### config.mk
export PLATFORM = sky130hd
export DESIGN_NAME = slow_clk_cal
export DESIGN_NICKNAME = d
export VERILOG_FILES = /design/src/rtl/cal_pkg.sv /design/src/rtl/cal_edge_sync.sv /design/src/rtl/cal_tmo_timer.sv /design/src/rtl/slow_clk_cal.sv
export SDC_FILE = /design/constraint.sdc
export NUM_CORES = 1
export LEC_CHECK = 0
export ABC_CLOCK_PERIOD_IN_PS = 3400
export BUFFER_PORTS_ARGS = -buffer_cell sky130_fd_sc_hd__buf_2
export CELL_PAD_IN_SITES_DETAIL_PLACEMENT = 0
export CELL_PAD_IN_SITES_GLOBAL_PLACEMENT = 1
export CORE_ASPECT_RATIO = 1.4
export CORE_UTILIZATION = 43
export DETAILED_ROUTE_END_ITERATION = 6
export PLACE_DENSITY = 0.73
export RECOVER_POWER = 25
export SYNTH_ARGS = -nofsm -noshare
export SYNTH_HDL_FRONTEND = slang
export SYNTH_HIERARCHICAL = 1
export SYNTH_SLANG_ARGS = --single-unit
### constraint.sdc
create_clock -name clk_ref -period 3.4 [get_ports clk_ref]
set_input_delay 0.51 -clock clk_ref [delete_from_list [all_inputs] [get_ports clk_ref]]
set_output_delay 0.51 -clock clk_ref [all_outputs]
set_load 0.02 [all_outputs]
### src/rtl/cal_pkg.sv
package cal_pkg;
    typedef enum logic [1:0] {
        ST_IDLE  = 2'd0,
        ST_ALIGN = 2'd1,
        ST_COUNT = 2'd2
    } cal_state_e;
endpackage

### src/rtl/cal_edge_sync.sv
module cal_edge_sync #(
    parameter int STAGES = 2
) (
    input  logic clk,
    input  logic rst_n,
    input  logic async_in,
    output logic rise
);
    logic [STAGES-1:0] sync_q;
    logic              last_q;

    always_ff @(posedge clk or negedge rst_n) begin
        if (!rst_n) begin
            sync_q <= '0;
            last_q <= 1'b0;
        end else begin
            sync_q <= {sync_q[STAGES-2:0], async_in};
            last_q <= sync_q[STAGES-1];
        end
    end

    assign rise = sync_q[STAGES-1] && !last_q;
endmodule

### src/rtl/cal_tmo_timer.sv
module cal_tmo_timer #(
    parameter int THR_W = 8,
    parameter int SHIFT = 12
) (
    input  logic             clk,
    input  logic             rst_n,
    input  logic             clear,
    input  logic             run,
    input  logic [THR_W-1:0] thr,
    output logic             expired
);
    localparam int TW = THR_W + SHIFT + 1;

    logic [TW-1:0] tcnt_q;
    logic [TW-1:0] limit;

    assign limit = TW'(thr) << SHIFT;

    always_ff @(posedge clk or negedge rst_n) begin
        if (!rst_n) begin
            tcnt_q <= '0;
        end else if (clear) begin
            tcnt_q <= '0;
        end else if (run && (tcnt_q != {TW{1'b1}})) begin
            tcnt_q <= tcnt_q + 1'b1;
        end
    end

    assign expired = run && (tcnt_q >= limit);
endmodule

### src/rtl/slow_clk_cal.sv
module slow_clk_cal #(
    parameter int NSRC      = 3,
    parameter int SEL_W     = 2,
    parameter int MAX_W     = 16,
    parameter int CNT_W     = 32,
    parameter int THR_W     = 8,
    parameter int TMO_SHIFT = 12,
    parameter int SYNC_LEN  = 2,
    parameter int RST_MAX   = 1,
    parameter int RST_THR   = 255
) (
    input  logic             clk_ref,
    input  logic             rst_n,
    input  logic [NSRC-1:0]  slow_clk,
    input  logic             cfg_we,
    input  logic [SEL_W-1:0] cfg_sel,
    input  logic [MAX_W-1:0] cfg_max,
    input  logic             cfg_oneoff,
    input  logic             cfg_cycle,
    input  logic [THR_W-1:0] cfg_thr,
    output logic [CNT_W-1:0] cal_value,
    output logic             cal_ready,
    output logic             cal_cyc_valid,
    output logic             cal_timeout
);
    import cal_pkg::*;

    localparam logic [MAX_W-1:0] MAX_RST = MAX_W'(RST_MAX);
    localparam logic [THR_W-1:0] THR_RST = THR_W'(RST_THR);

    // configuration fields
    logic [SEL_W-1:0] sel_q;
    logic [MAX_W-1:0] max_q;
    logic             oneoff_q, oneoff_prev_q, cyc_q;
    logic [THR_W-1:0] thr_q;

    // engine state
    cal_state_e       st_q, st_d;
    logic             mode_cyc_q;
    logic [CNT_W-1:0] ref_cnt_q;
    logic [MAX_W-1:0] edge_cnt_q;

    logic [NSRC-1:0]  rise_v;
    logic             sel_edge;
    logic             start_cyc, start_one, run_start;
    logic             win_end, tmo_exp, tmo_hit, abort, busy;
    logic [CNT_W-1:0] result;

    for (genvar i = 0; i < NSRC; i++) begin : g_sync
        cal_edge_sync #(.STAGES(SYNC_LEN)) u_sync (
            .clk      (clk_ref),
            .rst_n    (rst_n),
            .async_in (slow_clk[i]),
            .rise     (rise_v[i])
        );
    end

    always_comb begin
        sel_edge = 1'b0;
        for (int i = 0; i < NSRC; i++) begin
            if (sel_q == SEL_W'(i)) sel_edge = rise_v[i];
        end
    end

    assign busy      = (st_q != ST_IDLE);
    assign start_cyc = cyc_q && (max_q != '0) && !cal_timeout;
    assign start_one = !cyc_q && oneoff_q && !oneoff_prev_q && (max_q != '0);
    assign run_start = (st_q == ST_IDLE) && (start_cyc || start_one);
    assign abort     = mode_cyc_q && !cyc_q;
    assign win_end   = (st_q == ST_COUNT) && sel_edge &&
                       (({1'b0, edge_cnt_q} + 1'b1) >= {1'b0, max_q});
    assign tmo_hit   = busy && tmo_exp && !win_end;
    assign result    = (ref_cnt_q == {CNT_W{1'b1}}) ? ref_cnt_q : ref_cnt_q + 1'b1;

    cal_tmo_timer #(.THR_W(THR_W), .SHIFT(TMO_SHIFT)) u_tmo (
        .clk     (clk_ref),
        .rst_n   (rst_n),
        .clear   (!busy || win_end),
        .run     (busy),
        .thr     (thr_q),
        .expired (tmo_exp)
    );

    // next state
    always_comb begin
        st_d = st_q;
        unique case (st_q)
            ST_IDLE: begin
                if (start_cyc || start_one) st_d = ST_ALIGN;
            end
            ST_ALIGN: begin
                if (tmo_hit || abort)  st_d = ST_IDLE;
                else if (sel_edge)     st_d = ST_COUNT;
            end
            ST_COUNT: begin
                if (win_end)              st_d = (mode_cyc_q && cyc_q) ? ST_COUNT : ST_IDLE;
                else if (tmo_hit || abort) st_d = ST_IDLE;
            end
            default: st_d = ST_IDLE;
        endcase
    end

    // state register
    always_ff @(posedge clk_ref or negedge rst_n) begin
        if (!rst_n) st_q <= ST_IDLE;
        else        st_q <= st_d;
    end

    // configuration, counters and outputs
    always_ff @(posedge clk_ref or negedge rst_n) begin
        if (!rst_n) begin
            sel_q         <= '0;
            max_q         <= MAX_RST;
            oneoff_q      <= 1'b0;
            oneoff_prev_q <= 1'b0;
            cyc_q         <= 1'b1;
            thr_q         <= THR_RST;
            mode_cyc_q    <= 1'b0;
            ref_cnt_q     <= '0;
            edge_cnt_q    <= '0;
            cal_value     <= '0;
            cal_ready     <= 1'b0;
            cal_cyc_valid <= 1'b0;
            cal_timeout   <= 1'b0;
        end else begin
            oneoff_prev_q <= oneoff_q;
            if (cfg_we) begin
                sel_q    <= cfg_sel;
                max_q    <= cfg_max;
                oneoff_q <= cfg_oneoff;
                cyc_q    <= cfg_cycle;
                thr_q    <= cfg_thr;
            end
            if (run_start) mode_cyc_q <= start_cyc;

            if (((st_q == ST_ALIGN) && sel_edge) || win_end) begin
                ref_cnt_q  <= '0;
                edge_cnt_q <= '0;
            end else if (st_q == ST_COUNT) begin
                if (ref_cnt_q != {CNT_W{1'b1}}) ref_cnt_q <= ref_cnt_q + 1'b1;
                if (sel_edge) edge_cnt_q <= edge_cnt_q + 1'b1;
            end

            if (win_end) cal_value <= result;

            if (cfg_we) begin
                cal_ready     <= 1'b0;
                cal_cyc_valid <= 1'b0;
                cal_timeout   <= 1'b0;
            end else begin
                if (run_start) begin
                    cal_ready     <= 1'b0;
                    cal_cyc_valid <= 1'b0;
                    cal_timeout   <= 1'b0;
                end
                if (win_end) begin
                    if (mode_cyc_q) cal_cyc_valid <= 1'b1;
                    else            cal_ready     <= 1'b1;
                end
                if (tmo_hit) cal_timeout <= 1'b1;
            end
        end
    end
endmodule

==> key figures <==
Critical path
  – Reg2reg setup slack: 0.11 ns
  – CP endpoint kind: register
  – Type of origin of the critical path: register
  – Critical-path cell list: ha_4 > nand4_1 > or4_4 > xnor2_1 > ha_1 > nand3_1 > nor2_2 > and4_4 > nand2_2 > a31oi_4 > buf_12 > clkbuf_16 > mux2_2
  – Maximum fanout along the worst path: 8
  – Worst Path Required: ~3.7 ns
  – Reg2reg start: edge_cnt_q[0]
  – R2R Path End: cal_value[3]
  – CP Data Arrival Time: 3.61 ns
  – R2R cell count: 13
  – Crit-path slowest cell: or4_4
  – Kind of critical path: reg -> reg
  – Max stage delay on crit path: 0.51 ns

Timing
  – Worst Tran Pin Value: between 0.9 and 1 ns
  – Setup violators final: 0
  – Setup ws final: 0.106 ns
  – Final slew viol count: 0
  – Final min period: approximately 3.3 ns
  – Crit share post-route: 96.9%
  – RSZ-0062 raised after global routing: yes
  – Setup TNS: 0 ns
  – Relative slew slack: just under 40%
  – Final hold violation count: 0
  – Clk_skew: 0.0120 ns
  – Fmax: between 300 and 400 MHz

Run
  – Max_cap viols: 0

CTS
  – H-tree depth: 4
  – Clk buf depth: 2
  – CTS buffer count: 17
  – CTS sink count: 145
  – CTS root buffer: clkbuf_16
  – CTS tree: built
  – Clk pin slew, worst setup/hold paths: 0.07 ns
  – Worst-Skew Late Latency: around 0.43 ns

Pwr
  – Pwr dens: 450 nW/um^2
  – Power Total: 4.35 mW
  – Peak supply drop: 327 uV
  – Leakage: 4.54 nW

Floorplan
  – Die Y: ~170 microns
  – Die X: ~120 microns
  – Starting density of the core: 44.2%
  – Row cnt: 59
  – Core area: 18700 sq um
  – Top Ports: 69
  – Die area: 19800 sq um

GRT
  – First-pass GRT wire length: 32900 microns
  – Initial antenna violation count: 0
  – Overflow after GRT: 0
  – Tot GR Track Use: 20.8%
  – Vias in the first global route: 6624
  – Largest net degree at the start of global routing: ~110

Synthesis
  – Async set-or-reset flop fraction in the synthesized netlist: 100%
  – Sequential fraction of the synthesis area: 44.1%
  – Mapped Avg Cell Area: 9.60 sq um
  – Number of synthesized register bits: 145
  – Post-Syn Area: 8250 sq um
  – Area leader, netlist: dfrtp_1
  – Post-synth top area share: ~41%
  – Synthesized net count: 922
  – Cell count after synthesis: 860
  – Netlist cell types: slightly below 80
  – Top cells by area, synth: dfrtp_1 (41%), mux2_2 (5.7%), nand2_1 (5.0%)
  – EDFF count, synth: 0
  – Post-synth top flop: dfrtp_1
  – Synth warnings: 6

Final layout
  – Share of cells above drive strength 1: 24.3%
  – Final nets: 998
  – Layout filler cell count: 1735
  – Diode count: 0
  – Area grow syn2layout: 17.0%

Placement
  – Routability congestion estimate: 0.812
  – Port Buffers: between 60 and 70
  – Setup WS pre-CTS: around 0.074 ns
  – Detailed Place HPWL: 13800 microns

Drt
  – Via density: 5.54
  – Routed vias: 6605
  – Initial DRC count: between 400 and 500
  – Post-Route WL: 19800 microns
  – DRT Pass-1 Iters: 4
  – Wire length per cell: 16.6 microns
  – Antenna Nets Post-Route: 0
  – # DRC: 0

Hold path
  – Worst hold path cell count: 1
  – Hold_sp: slow_clk[1]
  – Hold Crit Class: in -> reg
  – WHS Endpoint: g_sync[1].u_sync/sync_q[0]

Run status
  – Status: complete, no violations
[routing by layer]
layer  global-route usage [%]  share of wire [%]
met1                     25.0                 43
met2                     36.8                 53
met3                     3.64                2.6
met4                     7.71                2.2
met5                        0                  0
[stage by stage]
stage          instances  util (%)  area, sq um  hold WS (ns)
3_5_place_dp        1152      47.8         8920         0.344
6_report            1193      51.7         9660         0.180
2_1_floorplan        860         -         8250         0.214
4_1_cts             1185      50.8         9480         0.167
5_1_grt             1193      51.7         9660         0.166
3_3_place_gp        1152      47.8         8920         0.338
[cells by family after synthesis]
| kind of cell | count (synthesis) | share of synthesized area (%) |
|---|---|---|
| AND/OR/NAND/NOR | 348 | 22.4 |
| AO/OA/AOI/OAI | 160 | 13.1 |
| flip-flops | 145 | 44.1 |
| buffers and inverters | 85 | 4.53 |
| multiplexers | 52 | 7.12 |
| XOR/XNOR | 42 | 4.46 |
| adder cells (fa/ha/maj) | 28 | 4.24 |
[flip-flops by register name, indices dropped and copies added, names as in the netlist]
| name | flops |
|---|---|
| cyc_q | 1 |
| edge_cnt_q | 16 |
| u_tmo/tcnt_q | 21 |
| cal_value | 32 |
| st_q | 2 |
| thr_q | 8 |
| cal_cyc_valid | 1 |
| max_q | 16 |
| g_sync.u_sync/sync_q | 6 |
| cal_timeout | 1 |
| oneoff_prev_q | 1 |
| ref_cnt_q | 32 |
| g_sync.u_sync/last_q | 3 |
| oneoff_q | 1 |
| sel_q | 2 |
| cal_ready | 1 |
| mode_cyc_q | 1 |
[where the power goes]
part	switching, mW	internal, mW	leakage, nW	total, mW
logic	0.423	0.262	2.37	0.685
registers	0.0802	1.82	1.92	1.90
clock network	0.816	0.951	0.252	1.77
[timing repair]
| item | in CTS | in global routing |
|---|---|---|
| endpoints found under the setup margin | 0 | 93 |
| endpoints found under the hold margin | 8 | 0 |
| hold buffers | 1 | 0 |
| resized for setup | 0 | 22 |
| setup buffers | 0 | 6 |
[Yosys cell counts (all sizes together), types with 6 or more instances]
cell and instances:
dfrtp 135, nand2 109, mux2 48, nor2 48, a21oi 39, o21ai 38
inv 37, nand3 37, nand4 34, clkbuf 28, ha 28, xor2 26
buf 20, nor3 19, or3 19, xnor2 16, a31oi 14, and2 13
a21o 12, and3 12, nor4 11, dfstp 10, nor2b 10, a211oi 8
nand2b 8, a2111oi 7, or2 7, a22o 6, and4 6, or4 6
[layout make-up]
cell class              count  area, sq um  area share (%)
clock buffers              17          425            4.40
clock inverters            15          123            1.27
inverters                  37          139            1.44
multi-input cells         630         4300            44.5
flip-flops and latches    145         3640            37.7
well taps                 244          305            3.16
repair buffers            105          726            7.51
[worst max path at each step]
stage                   from                to  depth (start not counted)
4_1_cts        edge_cnt_q[1]  u_tmo/tcnt_q[13]                         15
6_report       edge_cnt_q[0]      cal_value[3]                         13
5_1_grt        edge_cnt_q[0]     cal_cyc_valid                         16
2_1_floorplan  edge_cnt_q[5]   u_tmo/tcnt_q[0]                         15
3_3_place_gp   edge_cnt_q[1]     cal_value[28]                         12
3_5_place_dp   edge_cnt_q[1]  u_tmo/tcnt_q[13]                         15
[worst max-delay path, delay by kind of cell (launching register included)]
kind | cells | cell delay (ns)
simple gates | 6 | 1.24
mux | 1 | 0.33
compound gates | 1 | 0.24
flops | 1 | 0.42
xor+xnor | 1 | 0.16
fa+ha+maj | 2 | 0.48
buf+inv | 2 | 0.32
[cell usage in the layout, fill, tap and decap left out, types with 5 or more instances in the layout]
cell type	synthesis	layout
dfrtp_1	135	132
nand2_1	109	107
buf_2	11	65
nor2_1	47	44
mux2_2	42	42
a21oi_1	38	38
inv_1	37	37
o21ai_0	35	35
nand3_1	37	35
nand4_1	31	31
buf_4	5	28
ha_1	28	27
xor2_1	26	26
clkbuf_16	0	19
or3_1	18	18
nor3_1	17	17
xnor2_1	16	16
a31oi_1	13	13
and2_1	12	12
a21o_1	12	12
and3_1	11	11
dfstp_2	10	10
nor4_1	9	9
nand2b_1	8	8
a211oi_1	8	8
inv_6	0	7
or2_2	6	6
nor2b_1	7	6
a22o_1	6	6
clkinvlp_4	0	6
a311oi_1	5	5
a2111oi_0	7	5
buf_12	0	5
Note: power is estimated with default switching activity, not from simulation.
